==> src/rtl/sec_rtc_pkg.sv <==
package sec_rtc_pkg;

   typedef enum logic {
      WIN_CLOCK = 1'b0,
      WIN_ALARM = 1'b1
   } rtc_win_e;

   localparam logic [7:0] OFS_SUBTYPE  = 8'h05;
   localparam logic [7:0] OFS_LANES    = 8'h40;
   localparam logic [7:0] OFS_CTL      = 8'h46;
   localparam logic [7:0] OFS_UPPER    = 8'h48;

   localparam logic [7:0] ID_CLOCK     = 8'h01;
   localparam logic [7:0] ID_ALARM     = 8'h03;

   localparam int CLK_EN_BIT   = 7;
   localparam int ALM_EN_BIT   = 7;
   localparam int ALM_ABT_BIT  = 0;
   localparam int ALM_CLR_BIT  = 0;

endpackage

==> src/rtl/sec_rtc_regif.sv <==
module sec_rtc_regif
   import sec_rtc_pkg::*;
#(
   parameter int CNT_W  = 32,
   parameter int BYTE_W = 8,
   parameter int ADDR_W = 8,
   localparam int NB    = CNT_W / BYTE_W
) (
   input  logic              win,
   input  logic              wr,
   input  logic [ADDR_W-1:0] addr,
   input  logic [CNT_W-1:0]  count,
   input  logic              clk_en,
   input  logic [CNT_W-1:0]  match,
   input  logic              alm_en,
   input  logic              alm_abort,
   output logic [NB-1:0]     clk_lane_wr,
   output logic              clk_ctl_wr,
   output logic [NB-1:0]     alm_lane_wr,
   output logic              alm_ctl1_wr,
   output logic              alm_ctl2_wr,
   output logic [BYTE_W-1:0] rdata
);

   rtc_win_e     sel;
   logic         is_alm;
   logic [NB-1:0] lane_hit;
   logic [NB-1:0] upper_hit;

   assign sel    = rtc_win_e'(win);
   assign is_alm = (sel == WIN_ALARM);

   for (genvar k = 0; k < NB; k++) begin : g_lane_dec
      assign lane_hit[k]    = (addr == ADDR_W'(OFS_LANES + k));
      assign upper_hit[k]   = (addr == ADDR_W'(OFS_UPPER + k));
      assign clk_lane_wr[k] = wr && !is_alm && lane_hit[k];
      assign alm_lane_wr[k] = wr &&  is_alm && lane_hit[k];
   end

   assign clk_ctl_wr  = wr && !is_alm && (addr == ADDR_W'(OFS_CTL));
   assign alm_ctl1_wr = wr &&  is_alm && (addr == ADDR_W'(OFS_CTL));
   assign alm_ctl2_wr = wr &&  is_alm && (addr == ADDR_W'(OFS_UPPER));

   always_comb begin
      rdata = '0;
      if (addr == ADDR_W'(OFS_SUBTYPE)) begin
         rdata = is_alm ? BYTE_W'(ID_ALARM) : BYTE_W'(ID_CLOCK);
      end else if (addr == ADDR_W'(OFS_CTL)) begin
         if (is_alm) begin
            rdata[ALM_EN_BIT]  = alm_en;
            rdata[ALM_ABT_BIT] = alm_abort;
         end else begin
            rdata[CLK_EN_BIT]  = clk_en;
         end
      end else begin
         for (int k = 0; k < NB; k++) begin
            if (is_alm && lane_hit[k])
               rdata = match[k*BYTE_W +: BYTE_W];
            if (!is_alm && upper_hit[k])
               rdata = count[k*BYTE_W +: BYTE_W];
         end
      end
   end

   // only one write target may be selected by a single access
   always_comb begin
      if (wr) begin
         a_one_target_r6: assert ($countones({clk_lane_wr, clk_ctl_wr, alm_lane_wr,
                                              alm_ctl1_wr, alm_ctl2_wr}) <= 1)
            else $error("regif selected two write targets");
      end
   end

endmodule

==> src/rtl/sec_rtc_counter.sv <==
module sec_rtc_counter
   import sec_rtc_pkg::*;
#(
   parameter int CNT_W  = 32,
   parameter int BYTE_W = 8,
   localparam int NB    = CNT_W / BYTE_W
) (
   input  logic              clk,
   input  logic              rst_n,
   input  logic              tick,
   input  logic [NB-1:0]     lane_wr,
   input  logic              ctl_wr,
   input  logic [BYTE_W-1:0] wdata,
   output logic [CNT_W-1:0]  count,
   output logic              run
);

   logic [CNT_W-1:0] count_nxt;
   logic             any_lane;

   assign any_lane = |lane_wr;

   always_comb begin
      count_nxt = count;
      if (any_lane) begin
         for (int k = 0; k < NB; k++)
            if (lane_wr[k]) count_nxt[k*BYTE_W +: BYTE_W] = wdata;
      end else if (run && tick) begin
         count_nxt = count + CNT_W'(1);
      end
   end

   always_ff @(posedge clk or negedge rst_n) begin
      if (!rst_n) begin
         count <= '0;
         run   <= 1'b1;
      end else begin
         count <= count_nxt;
         if (ctl_wr) run <= wdata[CLK_EN_BIT];
      end
   end

   p_step_r3: assert property (@(posedge clk) disable iff (!rst_n)
      (run && tick && !any_lane) |=> (count == $past(count) + CNT_W'(1)));

   p_hold_r4: assert property (@(posedge clk) disable iff (!rst_n)
      (!run && !any_lane) |=> $stable(count));

   p_wrap_r5: assert property (@(posedge clk) disable iff (!rst_n)
      (run && tick && !any_lane && (&count)) |=> (count == '0));

   for (genvar k = 0; k < NB; k++) begin : g_lane_chk
      p_lane_load_r6: assert property (@(posedge clk) disable iff (!rst_n)
         lane_wr[k] |=> (count[k*BYTE_W +: BYTE_W] == $past(wdata)));
      p_lane_keep_r6: assert property (@(posedge clk) disable iff (!rst_n)
         (any_lane && !lane_wr[k]) |=>
            (count[k*BYTE_W +: BYTE_W] == $past(count[k*BYTE_W +: BYTE_W])));
   end

endmodule

==> src/rtl/sec_rtc_alarm.sv <==
module sec_rtc_alarm
   import sec_rtc_pkg::*;
#(
   parameter int CNT_W  = 32,
   parameter int BYTE_W = 8,
   localparam int NB    = CNT_W / BYTE_W
) (
   input  logic              clk,
   input  logic              rst_n,
   input  logic [CNT_W-1:0]  count,
   input  logic [NB-1:0]     lane_wr,
   input  logic              ctl1_wr,
   input  logic              ctl2_wr,
   input  logic [BYTE_W-1:0] wdata,
   output logic [CNT_W-1:0]  match,
   output logic              enable,
   output logic              abort_flag,
   output logic              pending
);

   logic hit;
   logic fire;
   logic clr_req;

   assign hit     = (count == match);
   assign fire    = hit && enable;
   assign clr_req = ctl2_wr && wdata[ALM_CLR_BIT];

   for (genvar k = 0; k < NB; k++) begin : g_match
      always_ff @(posedge clk or negedge rst_n) begin
         if (!rst_n)          match[k*BYTE_W +: BYTE_W] <= '0;
         else if (lane_wr[k]) match[k*BYTE_W +: BYTE_W] <= wdata;
      end
   end

   always_ff @(posedge clk or negedge rst_n) begin
      if (!rst_n) begin
         enable     <= 1'b0;
         abort_flag <= 1'b0;
      end else if (ctl1_wr) begin
         enable     <= wdata[ALM_EN_BIT];
         abort_flag <= wdata[ALM_ABT_BIT];
      end
   end

   // setting wins over a simultaneous clear so that a match is never lost
   always_ff @(posedge clk or negedge rst_n) begin
      if (!rst_n)       pending <= 1'b0;
      else if (fire)    pending <= 1'b1;
      else if (clr_req) pending <= 1'b0;
   end

   p_fire_r11: assert property (@(posedge clk) disable iff (!rst_n)
      (enable && (count == match)) |=> pending);

   p_sticky_r11: assert property (@(posedge clk) disable iff (!rst_n)
      (pending && !ctl2_wr) |=> pending);

   p_clear_r12: assert property (@(posedge clk) disable iff (!rst_n)
      $fell(pending) |-> $past(ctl2_wr && wdata[ALM_CLR_BIT]));

   p_no_fire_off_r13: assert property (@(posedge clk) disable iff (!rst_n)
      $rose(pending) |-> $past(enable));

endmodule

==> src/rtl/sec_rtc.sv <==
module sec_rtc
   import sec_rtc_pkg::*;
#(
   parameter int CNT_W  = 32,
   parameter int BYTE_W = 8,
   parameter int ADDR_W = 8
) (
   input  logic              clk,
   input  logic              rst_n,
   input  logic              tick_1hz,
   input  logic              bus_win,
   input  logic              bus_wr,
   input  logic [ADDR_W-1:0] bus_addr,
   input  logic [BYTE_W-1:0] bus_wdata,
   output logic [BYTE_W-1:0] bus_rdata,
   output logic              alarm_irq
);

   localparam int NB = CNT_W / BYTE_W;

   if (CNT_W % BYTE_W != 0) begin : g_bad_width
      $error("CNT_W must be a whole number of bytes");
   end
   if (BYTE_W != 8) begin : g_bad_byte
      $error("control bit positions assume 8-bit registers");
   end
   if (ADDR_W < 7) begin : g_bad_addr
      $error("ADDR_W too narrow for the register offsets");
   end

   logic [CNT_W-1:0] count;
   logic [CNT_W-1:0] match;
   logic             clk_en;
   logic             alm_en;
   logic             alm_abort;
   logic             pending;
   logic [NB-1:0]    clk_lane_wr;
   logic [NB-1:0]    alm_lane_wr;
   logic             clk_ctl_wr;
   logic             alm_ctl1_wr;
   logic             alm_ctl2_wr;

   sec_rtc_regif #(.CNT_W(CNT_W), .BYTE_W(BYTE_W), .ADDR_W(ADDR_W)) u_regif (
      .win         (bus_win),
      .wr          (bus_wr),
      .addr        (bus_addr),
      .count       (count),
      .clk_en      (clk_en),
      .match       (match),
      .alm_en      (alm_en),
      .alm_abort   (alm_abort),
      .clk_lane_wr (clk_lane_wr),
      .clk_ctl_wr  (clk_ctl_wr),
      .alm_lane_wr (alm_lane_wr),
      .alm_ctl1_wr (alm_ctl1_wr),
      .alm_ctl2_wr (alm_ctl2_wr),
      .rdata       (bus_rdata)
   );

   sec_rtc_counter #(.CNT_W(CNT_W), .BYTE_W(BYTE_W)) u_counter (
      .clk     (clk),
      .rst_n   (rst_n),
      .tick    (tick_1hz),
      .lane_wr (clk_lane_wr),
      .ctl_wr  (clk_ctl_wr),
      .wdata   (bus_wdata),
      .count   (count),
      .run     (clk_en)
   );

   sec_rtc_alarm #(.CNT_W(CNT_W), .BYTE_W(BYTE_W)) u_alarm (
      .clk        (clk),
      .rst_n      (rst_n),
      .count      (count),
      .lane_wr    (alm_lane_wr),
      .ctl1_wr    (alm_ctl1_wr),
      .ctl2_wr    (alm_ctl2_wr),
      .wdata      (bus_wdata),
      .match      (match),
      .enable     (alm_en),
      .abort_flag (alm_abort),
      .pending    (pending)
   );

   assign alarm_irq = pending;

   p_subtype_r2: assert property (@(posedge clk) disable iff (!rst_n)
      (bus_addr == ADDR_W'(OFS_SUBTYPE)) |->
         (bus_rdata == (bus_win ? BYTE_W'(ID_ALARM) : BYTE_W'(ID_CLOCK))));

   p_ctl_bits_r8: assert property (@(posedge clk) disable iff (!rst_n)
      (!bus_win && bus_addr == ADDR_W'(OFS_CTL)) |->
         (bus_rdata[CLK_EN_BIT-1:0] == '0));

   p_irq_edge_r11: assert property (@(posedge clk) disable iff (!rst_n)
      $rose(alarm_irq) |-> $past(alm_en && (count == match)));

endmodule

==> config.mk <==
export PLATFORM = sky130hd
export DESIGN_NAME = sec_rtc
export DESIGN_NICKNAME = d
export VERILOG_FILES = /design/src/rtl/sec_rtc_pkg.sv /design/src/rtl/sec_rtc_regif.sv /design/src/rtl/sec_rtc_counter.sv /design/src/rtl/sec_rtc_alarm.sv /design/src/rtl/sec_rtc.sv
export SDC_FILE = /design/constraint.sdc
export NUM_CORES = 1
export LEC_CHECK = 0
export CAP_MARGIN = 10
export CORE_UTILIZATION = 49
export DETAILED_ROUTE_END_ITERATION = 6
export PLACE_DENSITY = 0.68
export REMOVE_ABC_BUFFERS = 1
export SYNTH_ARGS = -nofsm -noshare
export SYNTH_HDL_FRONTEND = slang
export SYNTH_SLANG_ARGS = --single-unit
==> constraint.sdc <==
create_clock -name clk -period 4.6 [get_ports clk]
set_input_delay 0.46 -clock clk [delete_from_list [all_inputs] [get_ports clk]]
set_output_delay 0.46 -clock clk [all_outputs]
set_load 0.01 [all_outputs]
## Yosys cells after proc, flatten, opt, wreduce, memory -nomap -nowiden

Index checks and enable logic that the tools add are counted.

| operators by class | value |
|---|---|
| reductions and logical operators | 32 |
| multiplexer cells | 23 |
| $add $sub $neg | 1 |
| equality and inequality tests | 15 |

Operators by type and width:

| cell | count |
|---|---|
| 2-to-1 mux 8 bit | 13 |
| equality test 8 x 7 -> 1 bit (second input constant) | 9 |
| 2-to-1 mux 32 bit | 2 |
| adder 32 x 1 -> 32 bit (second input constant) | 1 |
| equality test 32 bit | 1 |
| logical AND 1 bit | 24 |
| equality test 8 x 3 -> 1 bit (second input constant) | 1 |
| inequality test 2 bit (second input constant) | 4 |
| AND reduction 2 bit | 4 |
| 2-to-1 mux 1 bit | 6 |
| 2-to-1 mux 6 bit | 1 |
| nonzero test 2 bit | 2 |
| OR reduction 4 bit | 1 |
| 2-to-1 mux 2 bit | 1 |
| zero test 1 bit | 1 |

| word-level totals | value |
|---|---|
| bits of input ports | 21 |
| word-level logic and storage cells | 83 |
| bits in registers | 68 |
| output and inout bits | 9 |

## Longest topological paths before layout

| depth | value |
|---|---|
| word-level depth | 12 |
| mapped depth | 8 |
| mapped depth without buffers | 6 |

## Modules after synthesis

A second synthesis with hierarchy kept.

| second synthesis, totals | value |
|---|---|
| cell total of the unflattened synthesis | 561 |
| area, all modules | 4961.0 µm² |

By module, submodules not included:

| module | sequential area each (µm²) | cells an instance | times used | area an instance (µm²) |
|---|---|---|---|---|
| sec_rtc_counter | 827.0 | 259 | 1 | 2269.7 |
| sec_rtc_alarm | 875.8 | 119 | 1 | 1634.1 |
| sec_rtc_regif | 0.0 | 183 | 1 | 1057.3 |

## Worst setup path before layout

No wires, ideal clock.

| path | value |
|---|---|
| path type | input to output |
| from | input bus_addr[1] |
| to | output bus_rdata[5] |
| buffers on the path | 2 |
| required time | 4.140 ns |
| stages | 5 |
| arrival time | 1.948 ns |
| setup slack | 2.192 ns |
| cell sequence | buf_2 > clkbuf_1 > a21oi_1 > o32a_1 > a2111oi_0 |

| between the ends | value |
|---|---|
| cells in the longest elaborated chain, start to end | 12 |
| elaborated cells on any way between the ends | 28 |
| those cells by class | 10 x eq/ne; 10 x mux; 8 x reduce/logical |

Ends and longest elaborated chain:

| what | line | source |
|---|---|---|
| start: declaration | sec_rtc.sv:13 | `input logic [ADDR_W-1:0] bus_addr,` |
| equality test 8 x 7 -> 1 bit | sec_rtc_regif.sv:34 | `assign lane_hit[k] = (addr == ADDR_W'(OFS_LANES + k));` |
| logical AND 1 bit | sec_rtc_regif.sv:57 | `if (is_alm && lane_hit[k])` |
| 2-to-1 mux 8 bit | sec_rtc_regif.sv:57 |  |
| 2-to-1 mux 8 bit | sec_rtc_regif.sv:59 | `if (!is_alm && upper_hit[k])` |
| 2-to-1 mux 8 bit | sec_rtc_regif.sv:57 |  |
| 2-to-1 mux 8 bit | sec_rtc_regif.sv:59 |  |
| 2-to-1 mux 8 bit | sec_rtc_regif.sv:57 |  |
| 2-to-1 mux 8 bit | sec_rtc_regif.sv:59 |  |
| 2-to-1 mux 8 bit | sec_rtc_regif.sv:57 |  |
| 2-to-1 mux 8 bit | sec_rtc_regif.sv:59 |  |
| 2-to-1 mux 6 bit | sec_rtc_regif.sv:48 | `end else if (addr == ADDR_W'(OFS_CTL)) begin` |
| 2-to-1 mux 8 bit (*) | sec_rtc_regif.sv:46 | `if (addr == ADDR_W'(OFS_SUBTYPE)) begin` |
| end: declaration | sec_rtc.sv:15 | `output logic [BYTE_W-1:0] bus_rdata,` |

Every way passes the cells marked *; elsewhere a longest branch is shown, timed or not.

## Worst setup path after layout

| path | value |
|---|---|
| from | input bus_addr[1] |
| to | output bus_rdata[3] |

Same word-level chain as after synthesis.

==> run_results.csv <==
group,metric,value,unit
floorplanning,pin_count,30,
floorplanning,core_area,0.00933,sq mm
timing,tns,0,ps
timing,max_freq,267,MHz
cells_and_area,antenna_cells,0,
power,p_per_area,264,mW/mm^2
drt,ant_nets,0,
clocking,clock_sinks,68,
critical_path,arrival,3290,ps
timing,finalHoldViolations,0,
timing,fin_crit_sh,81.4,%
placed_design,place_congestion,0.936,
power,vdd_ir_drop_max,0.201,mV
synth,netlist_area,0.00474,sq mm
floorplanning,rows,35,
cells_and_area,area_growth,11.3,%
critical_path,cp.required,4140,ps
clocking,cts-root-buf,"clkbuf_8",
timing,slew-limit-headroom,35.4,%
synth,netlist_instances,519,
timing,drv_slew,0,
drt,drt_iter0_markers,415,
drt,avgViaCountPerCell,6.75,
timing,fin_skew,8.99,ps
timing,period_needed,3750,ps
power,p_leak,2.21,nW
drt,met3_length,1.44,mm
synth,ys_types,75,
floorplanning,die_w,100,um
placed_design,post-place-cells,646,
min_path,hold_path.class,"primary input to asynchronous set/reset pin",
synth,syn_avg_cell_area,9.13,sq um
timing,finalSetupViolCount,0,
cells_and_area,final_layout_size_suffix_gt1_share,15.2,%
clocking,clock_latency,370,ps
timing,grt_setup_unrepaired,"false",
clocking,cts_buffers,9,
critical_path,endpoint_kind,"output pin",
placed_design,dpl-instance-area,0.00504,sq mm
clocking,htree_levels,3,
placed_design,hpwlAfterDp,11.6,mm
drt,wl_met1,6.72,mm
cells_and_area,final_cells,661,
synth,synth-main-ff-cell,"dfrtp_1",
run_status,status,"completed",
global_routing,grt_pass1_wl,25.2,mm
clocking,cts_max_path_buffers,2,
drt,drtPass1Iterations,5,
synth,async_reset_ff_share,100,%
placed_design,numPortBuffers,29,
floorplanning,start_util,50.8,%
cells_and_area,multi_input_area,0.00282,sq mm
drt,drt-total-wl,16.1,mm
floorplanning,die_area,0.0101,sq mm
power,finalPower,1.39,mW
global_routing,grt_max_degree,69,
critical_path,worstPathMaxFanout,23,
global_routing,gr-usage-all-layers,34.2,%
critical_path,startpoint_type,"primary input",
drt,drc,0,
drt,vias,4465,
cells_and_area,fin_area,0.00528,sq mm
drt,dr_wl_met2,7.12,mm
clocking,cts_hold_buf,0,
synth,synth-seq-cells,68,
cells_and_area,fin_nets,550,
critical_path,crit_type,"primary input to output pin",
synth,seq_area_frac_synth,35.9,%
drt,wl_per_cell,24.4,um
global_routing,overflow,0,
global_routing,grt_pass1_vias,4497,
floorplanning,die_y,100,um
global_routing,antenna_found_initial,0,
clocking,cts_setup_buffers,0,
synth,yosysWarnings,0,
flow_run,cap_viol_max_count,0,
drt,top_layer_used,"met4",
timing,worst_pin_slew,960,ps
cells_and_area,regArea,0.00170,sq mm
cells_and_area,fillCellCount,859,
clocking,path_clk_slew,80,ps
synth,synth-edff-count,0,
clocking,cts_tree,"yes",
clocking,cts_resized,0,
-- synthesized netlist by cell type, drive strengths merged (8+ instances only) --
library cell	count	area share (%)
a211oi	8	1.3
a21oi	46	4.9
buf	19	2.5
clkbuf	18	1.5
dfrtp	67	35
mux2	37	8.8
mux2i	13	2.7
nand2	36	2.9
nand3	19	2.0
nand4	17	2.4
nor2	37	3.3
nor3	17	1.9
nor4	8	1.5
o21ai	24	2.9
o22ai	18	2.4
xnor2	17	3.1
xor2	15	2.8
-- power breakdown --
group	leakage [nW]	internal [mW]	switching [mW]	total [mW]
clock	0.119	0.348	0.244	0.591
combinational	1.17	0.0647	0.0949	0.160
sequential	0.915	0.613	0.0296	0.642
total	2.21	1.03	0.368	1.39
-- cells by family (layout without fill, tap and decap cells) --
family	Yosys count	after routing	share of synthesized area (%)
AO/OA/AOI/OAI	155	155	22.0
XOR/XNOR	32	32	5.91
adder cells (fa/ha/maj)	1	1	0.264
buffers and inverters	44	57	4.54
flip-flops	68	68	35.9
multiplexers	50	50	11.5
AND/OR/NAND/NOR	169	169	19.8
-- worst paths after layout --
path / startpoint / to / slack, ps / cells past startpoint
setup reg to reg: u_counter.count[0] / u_counter.count[18] / 2000 / 6
min in group clk: u_alarm.abort_flag / u_alarm.abort_flag / 520 / 1
setup / recovery: bus_addr[1] / bus_rdata[3] / 850 / 6
hold / removal: rst_n / u_counter.count[6] / 290 / 2
hold reg to reg: u_alarm.abort_flag / u_alarm.abort_flag / 520 / 1
max in group asynchronous: rst_n / u_counter.count[31] / 3720 / 2
-- state kept, by name (all words and copies together), names as in the netlist --
| signal | flops |
|---|---|
| u_alarm.abort_flag | 1 |
| u_counter.count | 32 |
| u_counter.run | 1 |
| u_alarm.enable | 1 |
| u_alarm.match | 32 |
| u_alarm.pending | 1 |
-- final cells by class --
| class | count | area share, % |
|---|---|---|
| Multi-Input combinational cell | 407 | 53.5 |
| Tap cell | 129 | 3.06 |
| Clock buffer | 12 | 3.13 |
| Inverter | 7 | 0.498 |
| Sequential cell | 68 | 32.3 |
| Clock inverter | 3 | 1.30 |
| Timing Repair Buffer | 35 | 6.26 |
-- through the flow --
| stage | hold WS, ps | setup slack [ps] | utilization [%] |
|---|---|---|---|
| floorplan | 164 | 2120 | - |
| global placement | 503 | 908 | 54.1 |
| detailed placement | 513 | 879 | 54.1 |
| CTS | 339 | 883 | 56.6 |
| global route | 385 | 624 | 56.6 |
| finish | 286 | 855 | 56.6 |
-- critical path, stage by stage --
cell and delay (ps):
clkdlybuf4s50_1 980, nand2_1 470, or3_1 580, o22ai_1 200, a211oi_1 80, clkdlybuf4s50_1 510
-- routing by layer --
layer	track usage, %	vias up
li1	-	1974
met3	7.24	56
met5	0	-
met4	19.8	0
met1	45.6	2183
met2	51.6	252
-- cells in the final DEF, fill, tap and decap left out, types with 8 or more instances in the layout --
master and count:
a211oi_1 8, a21oi_1 46, o21ai_0 22, clkbuf_8 12, xor2_1 15, nor3_1 16
mux2_2 37, dfrtp_1 67, nand4_1 16, nor2_1 35, xnor2_1 17, nand3_1 19
mux2i_1 13, nand2_1 35, o22ai_1 18, clkdlybuf4s50_1 28
No activity file was read; power rests on OpenSTA's default activity.
